$ cat config.mk
export PLATFORM = sky130hd
export DESIGN_NAME = adaptive_tck_return
export DESIGN_NICKNAME = d
export VERILOG_FILES = /design/src/rtl/atr_pkg.sv /design/src/rtl/atr_sync_bank.sv /design/src/rtl/atr_edge_track.sv /design/src/rtl/atr_capture.sv /design/src/rtl/adaptive_tck_return.sv
export SDC_FILE = /design/constraint.sdc
export NUM_CORES = 1
export LEC_CHECK = 0
export ABC_AREA = 1
export ABC_CLOCK_PERIOD_IN_PS = 1200
export BUFFER_PORTS_ARGS = -buffer_cell sky130_fd_sc_hd__buf_2
export CORE_AREA = 2 2 39 41
export CTS_CLUSTER_SIZE = 10
export DETAILED_ROUTE_END_ITERATION = 10
export DIE_AREA = 0 0 41 43
export PLACE_DENSITY = 0.59
export SLEW_MARGIN = 20
export SYNTH_ARGS = -nofsm -noshare
export SYNTH_HDL_FRONTEND = slang
export SYNTH_SLANG_ARGS = --single-unit
$ cat constraint.sdc
create_clock -name clk -period 1.2 [get_ports clk]
set_clock_uncertainty 0.2 [all_clocks]
set_input_delay 0.06 -clock clk [delete_from_list [all_inputs] [get_ports clk]]
set_output_delay 0.06 -clock clk [all_outputs]
set_load 0.03 [all_outputs]
$ cat src/rtl/atr_pkg.sv
// Package: shared constants and types for the adaptive test-clock return.
// Assumes: a single core clock domain, with all probe lines asynchronous to it.
package atr_pkg;

    // Number of resynchronizing flops on each probe line.
    parameter int unsigned ATR_SYNC_DEPTH = 2;

    // Number of probe lines that go through the synchronizer bank.
    localparam int unsigned ATR_PROBE_LINES = 3;

    // Bit positions of the probe lines inside the synchronizer bank.
    localparam int unsigned ATR_BIT_TCK = 0;
    localparam int unsigned ATR_BIT_TMS = 1;
    localparam int unsigned ATR_BIT_TDI = 2;

    // Edge strobes that the edge tracker passes to the capture stage.
    typedef struct packed {
        logic rise;
        logic fall;
    } atr_strobe_t;

endpackage

$ cat src/rtl/atr_sync_bank.sv
// Module: multi-bit flop-chain resynchronizer.
// Purpose: brings WIDTH asynchronous single-bit lines into the clk domain
//          through DEPTH flops each.
// Assumes: each bit is independent (no multi-bit coherence is promised);
//          reset is synchronous and active low, and clears every stage.
module atr_sync_bank #(
    parameter int unsigned WIDTH = 3,
    parameter int unsigned DEPTH = 2
) (
    input  logic             clk,
    input  logic             rst_n,
    input  logic [WIDTH-1:0] async_in,
    output logic [WIDTH-1:0] sync_out
);

    localparam int unsigned LAST = DEPTH - 1;

    logic [WIDTH-1:0] stage_q [DEPTH];

    generate
        for (genvar s = 0; s < DEPTH; s++) begin : g_stage
            if (s == 0) begin : g_first
                // First flop: samples the raw asynchronous lines.
                always_ff @(posedge clk) begin
                    if (!rst_n) stage_q[s] <= '0;
                    else        stage_q[s] <= async_in;
                end
            end else begin : g_next
                // Later flops: settle the previous stage's value.
                always_ff @(posedge clk) begin
                    if (!rst_n) stage_q[s] <= '0;
                    else        stage_q[s] <= stage_q[s-1];
                end
            end
        end
    endgenerate

    assign sync_out = stage_q[LAST];

endmodule

$ cat src/rtl/atr_edge_track.sv
// Module: test-clock edge tracker and return-clock driver.
// Purpose: registers the synchronized test-clock level and turns each change
//          into a one-cycle strobe. The registered level is the return clock.
// Assumes: tck_sync is already in the clk domain.
module atr_edge_track
    import atr_pkg::*;
(
    input  logic        clk,
    input  logic        rst_n,
    input  logic        tck_sync,
    output logic        rtck,
    output atr_strobe_t stb
);

    logic level_q;
    logic rise_q;
    logic fall_q;

    // Track level and build strobes; all are cleared by reset.
    always_ff @(posedge clk) begin
        if (!rst_n) begin
            level_q <= 1'b0;
            rise_q  <= 1'b0;
            fall_q  <= 1'b0;
        end else begin
            level_q <= tck_sync;
            rise_q  <= tck_sync & ~level_q;
            fall_q  <= ~tck_sync & level_q;
        end
    end

    assign rtck     = level_q;
    assign stb.rise = rise_q;
    assign stb.fall = fall_q;

    AST_RISE_ONE_WIDE: assert property (@(posedge clk) disable iff (!rst_n)
        rise_q |=> !rise_q);
    AST_FALL_ONE_WIDE: assert property (@(posedge clk) disable iff (!rst_n)
        fall_q |=> !fall_q);
    AST_STROBES_EXCLUSIVE: assert property (@(posedge clk) disable iff (!rst_n)
        !(rise_q && fall_q));
    AST_RTCK_ROSE_WITH_STB: assert property (@(posedge clk) disable iff (!rst_n)
        $rose(level_q) |-> rise_q);
    AST_RTCK_FELL_WITH_STB: assert property (@(posedge clk) disable iff (!rst_n)
        $fell(level_q) |-> fall_q);

endmodule

$ cat src/rtl/atr_capture.sv
// Module: strobe-qualified capture of mode, data-in and serial-out bits.
// Purpose: samples mode and data-in on the rise strobe, and registers the
//          serial output on the fall strobe.
// Assumes: every input is already in the clk domain.
module atr_capture
    import atr_pkg::*;
(
    input  logic        clk,
    input  logic        rst_n,
    input  atr_strobe_t stb,
    input  logic        tms_sync,
    input  logic        tdi_sync,
    input  logic        tdo_next,
    output logic        tms_cap,
    output logic        tdi_cap,
    output logic        tdo_out
);

    // Sample the probe inputs on a rise strobe.
    always_ff @(posedge clk) begin
        if (!rst_n) begin
            tms_cap <= 1'b0;
            tdi_cap <= 1'b0;
        end else if (stb.rise) begin
            tms_cap <= tms_sync;
            tdi_cap <= tdi_sync;
        end
    end

    // Update the serial output on a fall strobe.
    always_ff @(posedge clk) begin
        if (!rst_n)        tdo_out <= 1'b0;
        else if (stb.fall) tdo_out <= tdo_next;
    end

    AST_TMS_HOLD: assert property (@(posedge clk) disable iff (!rst_n)
        !stb.rise |=> $stable(tms_cap));
    AST_TDI_HOLD: assert property (@(posedge clk) disable iff (!rst_n)
        !stb.rise |=> $stable(tdi_cap));
    AST_TDO_HOLD: assert property (@(posedge clk) disable iff (!rst_n)
        !stb.fall |=> $stable(tdo_out));

endmodule

$ cat src/rtl/adaptive_tck_return.sv
// Module: top level of the adaptive test-clock return.
// Purpose: synchronizes the probe lines, returns a paced copy of the test
//          clock, and makes core-domain edge strobes and captured bits.
// Assumes: rst_n comes only from global power/voltage reset or the test-reset
//          pin; the core clock is several times faster than the test clock.
module adaptive_tck_return
    import atr_pkg::*;
#(
    parameter int unsigned SYNC_DEPTH = ATR_SYNC_DEPTH
) (
    input  logic clk,
    input  logic rst_n,
    input  logic tck_in,
    input  logic tms_in,
    input  logic tdi_in,
    input  logic tdo_next,
    output logic rtck_out,
    output logic tck_rise_stb,
    output logic tck_fall_stb,
    output logic tms_cap,
    output logic tdi_cap,
    output logic tdo_out
);

    logic [ATR_PROBE_LINES-1:0] probe_raw;
    logic [ATR_PROBE_LINES-1:0] probe_sync;
    atr_strobe_t                stb;

    // Gather the asynchronous probe lines into one bank.
    always_comb begin
        probe_raw              = '0;
        probe_raw[ATR_BIT_TCK] = tck_in;
        probe_raw[ATR_BIT_TMS] = tms_in;
        probe_raw[ATR_BIT_TDI] = tdi_in;
    end

    atr_sync_bank #(
        .WIDTH (ATR_PROBE_LINES),
        .DEPTH (SYNC_DEPTH)
    ) u_sync (
        .clk      (clk),
        .rst_n    (rst_n),
        .async_in (probe_raw),
        .sync_out (probe_sync)
    );

    atr_edge_track u_edge (
        .clk      (clk),
        .rst_n    (rst_n),
        .tck_sync (probe_sync[ATR_BIT_TCK]),
        .rtck     (rtck_out),
        .stb      (stb)
    );

    atr_capture u_cap (
        .clk      (clk),
        .rst_n    (rst_n),
        .stb      (stb),
        .tms_sync (probe_sync[ATR_BIT_TMS]),
        .tdi_sync (probe_sync[ATR_BIT_TDI]),
        .tdo_next (tdo_next),
        .tms_cap  (tms_cap),
        .tdi_cap  (tdi_cap),
        .tdo_out  (tdo_out)
    );

    assign tck_rise_stb = stb.rise;
    assign tck_fall_stb = stb.fall;

    AST_RESET_QUIET: assert property (@(posedge clk)
        !rst_n |=> (!rtck_out && !tck_rise_stb && !tck_fall_stb));
    AST_RESET_CLEARS_CAPTURE: assert property (@(posedge clk)
        !rst_n |=> (!tms_cap && !tdi_cap && !tdo_out));
    AST_RTCK_ONLY_ON_STROBE: assert property (@(posedge clk) disable iff (!rst_n)
        (!tck_rise_stb && !tck_fall_stb) |-> $stable(rtck_out));

endmodule

== Word-level counts from Yosys, hierarchy flattened ==
Memory sizes are Yosys's and may differ from the RTL's.
Cells that the tools add are included.

* Muxes and demuxes: 4
* Bitwise operators: 6

{| class="wikitable"
|+ Operator list
! operator !! number
|-
| $mux 3 || 2
|-
| $and 1x1->1 || 2
|-
| $mux 1 || 2
|-
| $not 1->1 || 2
|-
| $or 1x1->1 || 2
|}

* Bits in registers: 6
* Bits in writable memories: 6
* Output and inout port bits: 6
* Memories: 1

{| class="wikitable"
|+ Memory list
! name !! words !! bits a word !! read ports !! clocked after Yosys merged registers in !! write ports !! RTL line !! text
|-
| u_sync.stage_q || 2 || 3 || 2 || 0 || 2 || atr_sync_bank.sv:18 || <nowiki>logic [WIDTH-1:0] stage_q [DEPTH];</nowiki>
|}

== Longest topological paths before layout ==
Gate-level depths: netlist of run 1.

* Depth in word-level cells: 2
* Gate-level depth with buffers: 4
* Gate-level depth less buffers: 4

== Modules after synthesis ==
From an unflattened synthesis of run 1, not the netlist that was laid out.

* Cell total of the unflattened synthesis: 46
* Area total of the unflattened synthesis: 375.4 um2

{| class="wikitable"
|+ By module, submodules not included
! module !! instances !! cells each !! area an instance (um2) !! sequential area each (um2)
|-
| atr_sync_bank || 1 || 18 || 165.2 || 120.1
|-
| atr_capture || 1 || 18 || 116.4 || 60.1
|-
| atr_edge_track || 1 || 10 || 93.8 || 60.1
|}

== Least setup slack after synthesis of run 1 ==
No wires, ideal clock.

* Kind: register to register
* Start point: reg u_edge.rise_q
* End point: reg u_cap.tdi_cap
* Setup time: 0.115 ns
* Data arrival time: 0.732 ns
* Slack: 0.153 ns
* Stages on the path, launching flop included: 4
* Clock period less this slack: 1.047 ns
* Path through: dfxtp_1 nand2_1 nand2_2 nor2_2

{| class="wikitable"
|+ RTL lines
! element !! RTL line !! text
|-
| start, declared || atr_edge_track.sv:16 || <nowiki>logic rise_q;</nowiki>
|-
| start signal, assigned || atr_edge_track.sv:27 || <nowiki>rise_q <= tck_sync & ~level_q;</nowiki>
|-
| end signal, assigned || atr_capture.sv:26 || <nowiki>tdi_cap <= tdi_sync;</nowiki>
|-
| end, declared || atr_capture.sv:15 || <nowiki>output logic tdi_cap,</nowiki>
|}

== Worst setup path in the final report of run 1 ==
* Start point: reg u_edge.rise_q
* End point: out tck_rise_stb

{| class="wikitable"
|+ RTL lines
! element !! RTL line !! text
|-
| end, declared || adaptive_tck_return.sv:18 || <nowiki>output logic tck_rise_stb,</nowiki>
|}

No word-level cell between the ends.

==> metrics.txt, run 1 <==
Routed Antenna Nets 0; Synth Area in Adders 0%; TritonCTS Sinks 12; drt first pass iters 1; PD cells around 1300 nW/um^2; Slew HR 84.2%; peak supply drop between 0.4 and 0.5 mV; synthesized area per cell slightly below 9 sq um; Final Cell Area 528 sq um; Root Buffer clkbuf_4; HPWL Detailed 362 microns; Synth Cell Area slightly below 400 sq um; synth unique cells 7; CP max stage delay 0.39 ns; status completed; WHS Path Cells 2; largest net degree at the start of global routing 12; wire per inst between 6 and 7 microns; largest family of logic cells by synthesized area simple AND/OR/NAND/NOR gates; Hold Path End u_sync.stage_q[1][2]; vias per cell around 3.7; fmax roughly 900 MHz; Clk pwr share 32.4%; grt ovf 0; reg-to-reg slack, setup 0.34 ns; nets 71; Worst-path clk slew 0.06 ns; fin crit period ~1.1 ns; Finished Core Util 38.2%; setup bufs post-CTS 0; most common library cells after synthesis dfxtp_1, inv_1, nand2_1; CP max stage cell dfxtp_1; Switching Share 21.5%; share of cells above drive strength 1 34.9%; EDFF count, synth 0; Clock Tree Buf Depth 2; DRC viols 0; compound-cell area share of the yosys netlist 0%; internal power 558 uW; placement row count 14; Yosys warning count 0; Die Height 43 microns; Final Cycle Share about 94%; critical-path maximum fanout 5; worst r2r dst u_cap.tms_cap; mux contribution to synthesized area 0%; asr flop ratio synth 0%; combinational share of power 8.7%; number of global-route vias before repair about 200; LEAKAGE ~0.00029 uW; routability cong. between 0.5 and 0.6; WP depth 1; Worst Reg-to-Reg Cells 3; total core area ~1400 sq um; XOR/XNOR share of the synthesized area 0%; Yosys top cell area share 61.3%; cell count after synthesis between 40 and 50; Area contributors post-synth dfxtp_1, inv_1, nand2_1; Synthesized Nets slightly above 50; Global Route Usage Sum between 7 and 8%; Synth Area in Simple Gates 26.2%; Min-Delay Path Class flop to flop; Post-CTS Resized 0; crit end category output pin; CP Buf/Inv Count 1; Hold Vio Cnt, Final 0; CP cell instances buf_2; Hold Path Origin u_sync.stage_q[0][2]; H-tree depth 1; Critical Path RT 0.94 ns; CTS tree built; Arr. time, crit path about 0.87 ns; n_diodes 0; leading area contributor after synthesis dfxtp_1; cts bufs inserted 3; family with the most delay on the worst path flip-flops; sw power 153 uW; Post-synth top flop dfxtp_1; First DRT Iteration DRCs 0; sequential fraction of the synthesis area ~61%; Slew @ Worst Pin around 0.24 ns; clk_lat worst skew roughly 0.26 ns; Die ar. between 1500 and 2000 sq um; RSZ-0062 raised after global routing no; final WL 539 microns; placed inst area approximately 460 sq um; # IOs 12; startpoint types flop; Initial Util about 28%; Pins Over Slew Limit 0; overall via count from detail_route 289; first-pass GRT wire length 779 microns; Port Buffer Count 11; Finish-stage setup viols 0; Fin Setup TNS 0 ns; #FFs+latches synth 12; initial antenna violation count 0; Area growth syn-to-layout 34.8%; Die Wd between 40 and 50 microns; CP Class flop to output pin; count leader, synth dfxtp_1; sequential power share between 50 and 60%; Max-cap violations 0; reg2reg start u_edge.rise_q
## placed cells by master (no fill, tap or decap), drive strengths merged
cell | Yosys | final
nand2 | 14 | 14
dfxtp | 12 | 12
buf | 1 | 11
inv | 10 | 10
nor2 | 8 | 8
dlygate4sd3 | 0 | 5
clkbuf | 0 | 3
## worst max-delay path by stage
stage                             start       endpoint  slack [ns]
after CTS                 u_edge.rise_q   tck_rise_stb        0.05
after global routing      u_edge.rise_q   tck_rise_stb        0.03
after global placement    u_edge.rise_q  u_cap.tdi_cap        0.36
after floorplan           u_edge.rise_q  u_cap.tdi_cap        0.15
after detailed placement  u_edge.rise_q  u_cap.tms_cap        0.35
final                     u_edge.rise_q   tck_rise_stb        0.07
## sequential cells by signal, indices dropped and copies added, names as in the netlist
signal	flops
u_edge.fall_q	1
u_edge.rise_q	1
u_cap.tms_cap	1
u_cap.tdo_out	1
u_cap.tdi_cap	1
u_edge.rtck	1
u_sync.stage_q	6
## metal layers
metal	vias up	GRT usage (%)	part of all wire [%]
met5	-	0	0
met4	0	10.0	2.2
met3	2	3.14	8.2
met2	10	8.44	41
met1	115	8.14	48
li1	162	-	-
## what timing repair did
action                                  4_1_cts  5_1_grt
hold buffers                                  5        0
endpoints found under the setup margin        0        0
endpoints found under the hold margin        12        0
## final cells by class
cell class,count,area [sq um]
clock buffer,3,22.5
fill,143,856
inverter,10,37.5
multi-input combinational,22,103
sequential,12,240
tap,16,20.0
timing repair buffer,16,105
## worst reg2reg max path: stages (launching register included)
cell and delay [ns]:
dfxtp_1 0.39, nand2_1 0.09, nand2_2 0.06, nor2_2 0.03
## power by group through the flow
stage          Combinational [uW]  Sequential [uW]  Clock (uW)
4_1_cts                      63.0              418         249
5_1_grt                      70.1              420         267
3_3_place_gp                 49.8              428           0
2_1_floorplan                27.3              438           0
6_report                     62.1              419         230
3_5_place_dp                 50.6              428           0
## logic make-up after synthesis
| kind of cell | Yosys count |
|---|---|
| flops | 12 |
| simple gates | 22 |
| buf+inv | 11 |
## through the flow
step | worst slack (ns) | power (uW) | hold WS (ns) | cells
floorplan | 0.153 | 465 | -0.0424 | 45
global placement | 0.358 | 477 | 0.0386 | 71
detailed placement | 0.348 | 479 | 0.0446 | 71
CTS | 0.0516 | 730 | 0.214 | 79
global route | 0.0278 | 757 | 0.236 | 79
finish | 0.0739 | 711 | 0.213 | 79
(Power assumes the default switching activity.)
==> inputs of run 2 (changes only) <==
CTS_BUF_LIST = sky130_fd_sc_hd__clkbuf_16   (was default)
SLEW_MARGIN = default   (was 20)
==> run 2 against run 1 <==
Largest cell class unchanged. Critical endpoint unchanged. Sequential cell count did not move. Wire length rose by 1.9%. Final cell count did not move. Non-clock buffer count did not move.
==> metrics.txt, run 2 (synthesis gave the netlist of run 1 again) <==
Clk pwr share 54.4%; number of global-route vias before repair 198; vias per cell around 3.7; placed inst area ~460 sq um; First DRT Iteration DRCs 1; peak supply drop 0.735 mV; combinational share of power 5.9%; sequential power share about two fifths; Critical Path RT roughly 0.94 ns; CP Buf/Inv Count 1; final WL 549 microns; sw power about 180 uW; # IOs 12; HPWL Detailed ~360 microns; Die Height around 43 microns; Clock Tree Buf Depth 2; final non-filler cell total slightly below 80; FF/Latch Area ~240 sq um; area taken by multi-input logic gates 103 sq um; max reg flops 6; Port Buffer Count 11; largest net degree at the start of global routing 12; Arr. time, crit path around 0.83 ns; Fillers roughly 140; status completed; initial antenna violation count 0; crit end category output pin; Switching Share about 17%; most frequent cells in the layout dfxtp_1, buf_2, inv_1, nand2_1, dlygate4sd3_1; placement row count 14; placed cell count 71; Final Cycle Share 90.9%; PD cells 1830 nW/um^2; total core area roughly 1400 sq um; nets 71; CTS tree built; Pins Over Slew Limit 0; LEAKAGE between 0.0003 and 0.0004 uW; Min-Delay Path Class flop to flop; overall via count from detail_route 290; routability cong. 0.536; RSZ-0062 raised after global routing no; CP cell instances buf_2; Die ar. around 1800 sq um; family with the most delay on the worst path flip-flops; Final Cell Area about 580 sq um; H-tree depth 1; Initial Util between 20% and 30%; CP max stage delay roughly 0.38 ns; Die Wd approximately 41 microns; grt ovf 0; share of cells above drive strength 1 around a third; DRC viols 0; clk_lat worst skew 0.23 ns; Global Route Usage Sum under 10%; startpoint types flop; Hold Vio Cnt, Final 0; Slew HR between 80 and 90%; n_diodes 0; commonest non-fill, non-tap cell in the layout dfxtp_1; TritonCTS Sinks 12; fmax 917 MHz; Fin Setup TNS 0 ns; internal power ~880 uW; Root Buffer clkbuf_16; CP max stage cell dfxtp_1; Finish-stage setup viols 0; Top reg by flops u_sync.stage_q; CP Class flop to output pin; drt first pass iters 2; wire per inst 6.95 microns; Area growth syn-to-layout 48.2%; Slew @ Worst Pin 0.244 ns; critical-path maximum fanout 5; Worst-path clk slew around 0.040 ns; Max-cap violations 0; first-pass GRT wire length a little under 800 microns; cts bufs inserted 3; fin crit period about 1.1 ns; Routed Antenna Nets 0; PnR Total Power ~1100 uW
## run 2: cell counts in the layout (fill, tap and decap cells not counted)
No cell type changed its count.
## run 2: path summary, 6_finish.rpt
check | depth (start not counted) | from | to | slack [ns]
max | 1 | u_edge.rise_q | tck_rise_stb | 0.11
min reg2reg | 2 | u_sync.stage_q[0][0] | u_sync.stage_q[1][0] | 0.21
min | 2 | u_sync.stage_q[0][0] | u_sync.stage_q[1][0] | 0.21
max reg2reg | 3 | u_edge.rise_q | u_cap.tms_cap | 0.34
## run 2: power groups by stage
stage / combinational [uW] / clock [uW] / sequential (uW)
floorplan: 27.3 / 0 / 438
global placement: 49.8 / 0 / 428
detailed placement: 50.6 / 0 / 428
CTS: 63.0 / 597 / 421
global route: 70.2 / 621 / 422
finish: 62.4 / 577 / 421
## run 2: metrics by stage
step / setup slack, ns / hold WS, ns / utilization (%)
2_1_floorplan: 0.153 / -0.0424 / -
3_3_place_gp: 0.358 / 0.0386 / 32.9
3_5_place_dp: 0.348 / 0.0446 / 32.9
4_1_cts: 0.0964 / 0.207 / 42.0
5_1_grt: 0.0704 / 0.228 / 42.0
6_report: 0.109 / 0.208 / 42.0
## run 2: layout make-up
class	instances	share of cell area, %
Tap cell	16	3.45
Clock buffer	3	12.9
Sequential cell	12	41.4
Timing Repair Buffer	16	18.1
Inverter	10	6.47
Multi-Input combinational cell	22	17.7
## run 2: layer usage
| metal | track usage (%) | vias to the layer above | share of wire (%) |
|---|---|---|---|
| met3 | 4.71 | 2 | 8.0 |
| li1 | - | 163 | - |
| met2 | 8.13 | 10 | 41 |
| met4 | 10.0 | 0 | 2.2 |
| met1 | 8.47 | 115 | 49 |
| met5 | 0 | - | 0 |
## run 2: repair_timing
action,CTS,global route
resized for setup,0,0
hold endpoints to repair,11,0
buffers inserted,0,0
hold buffers,5,0
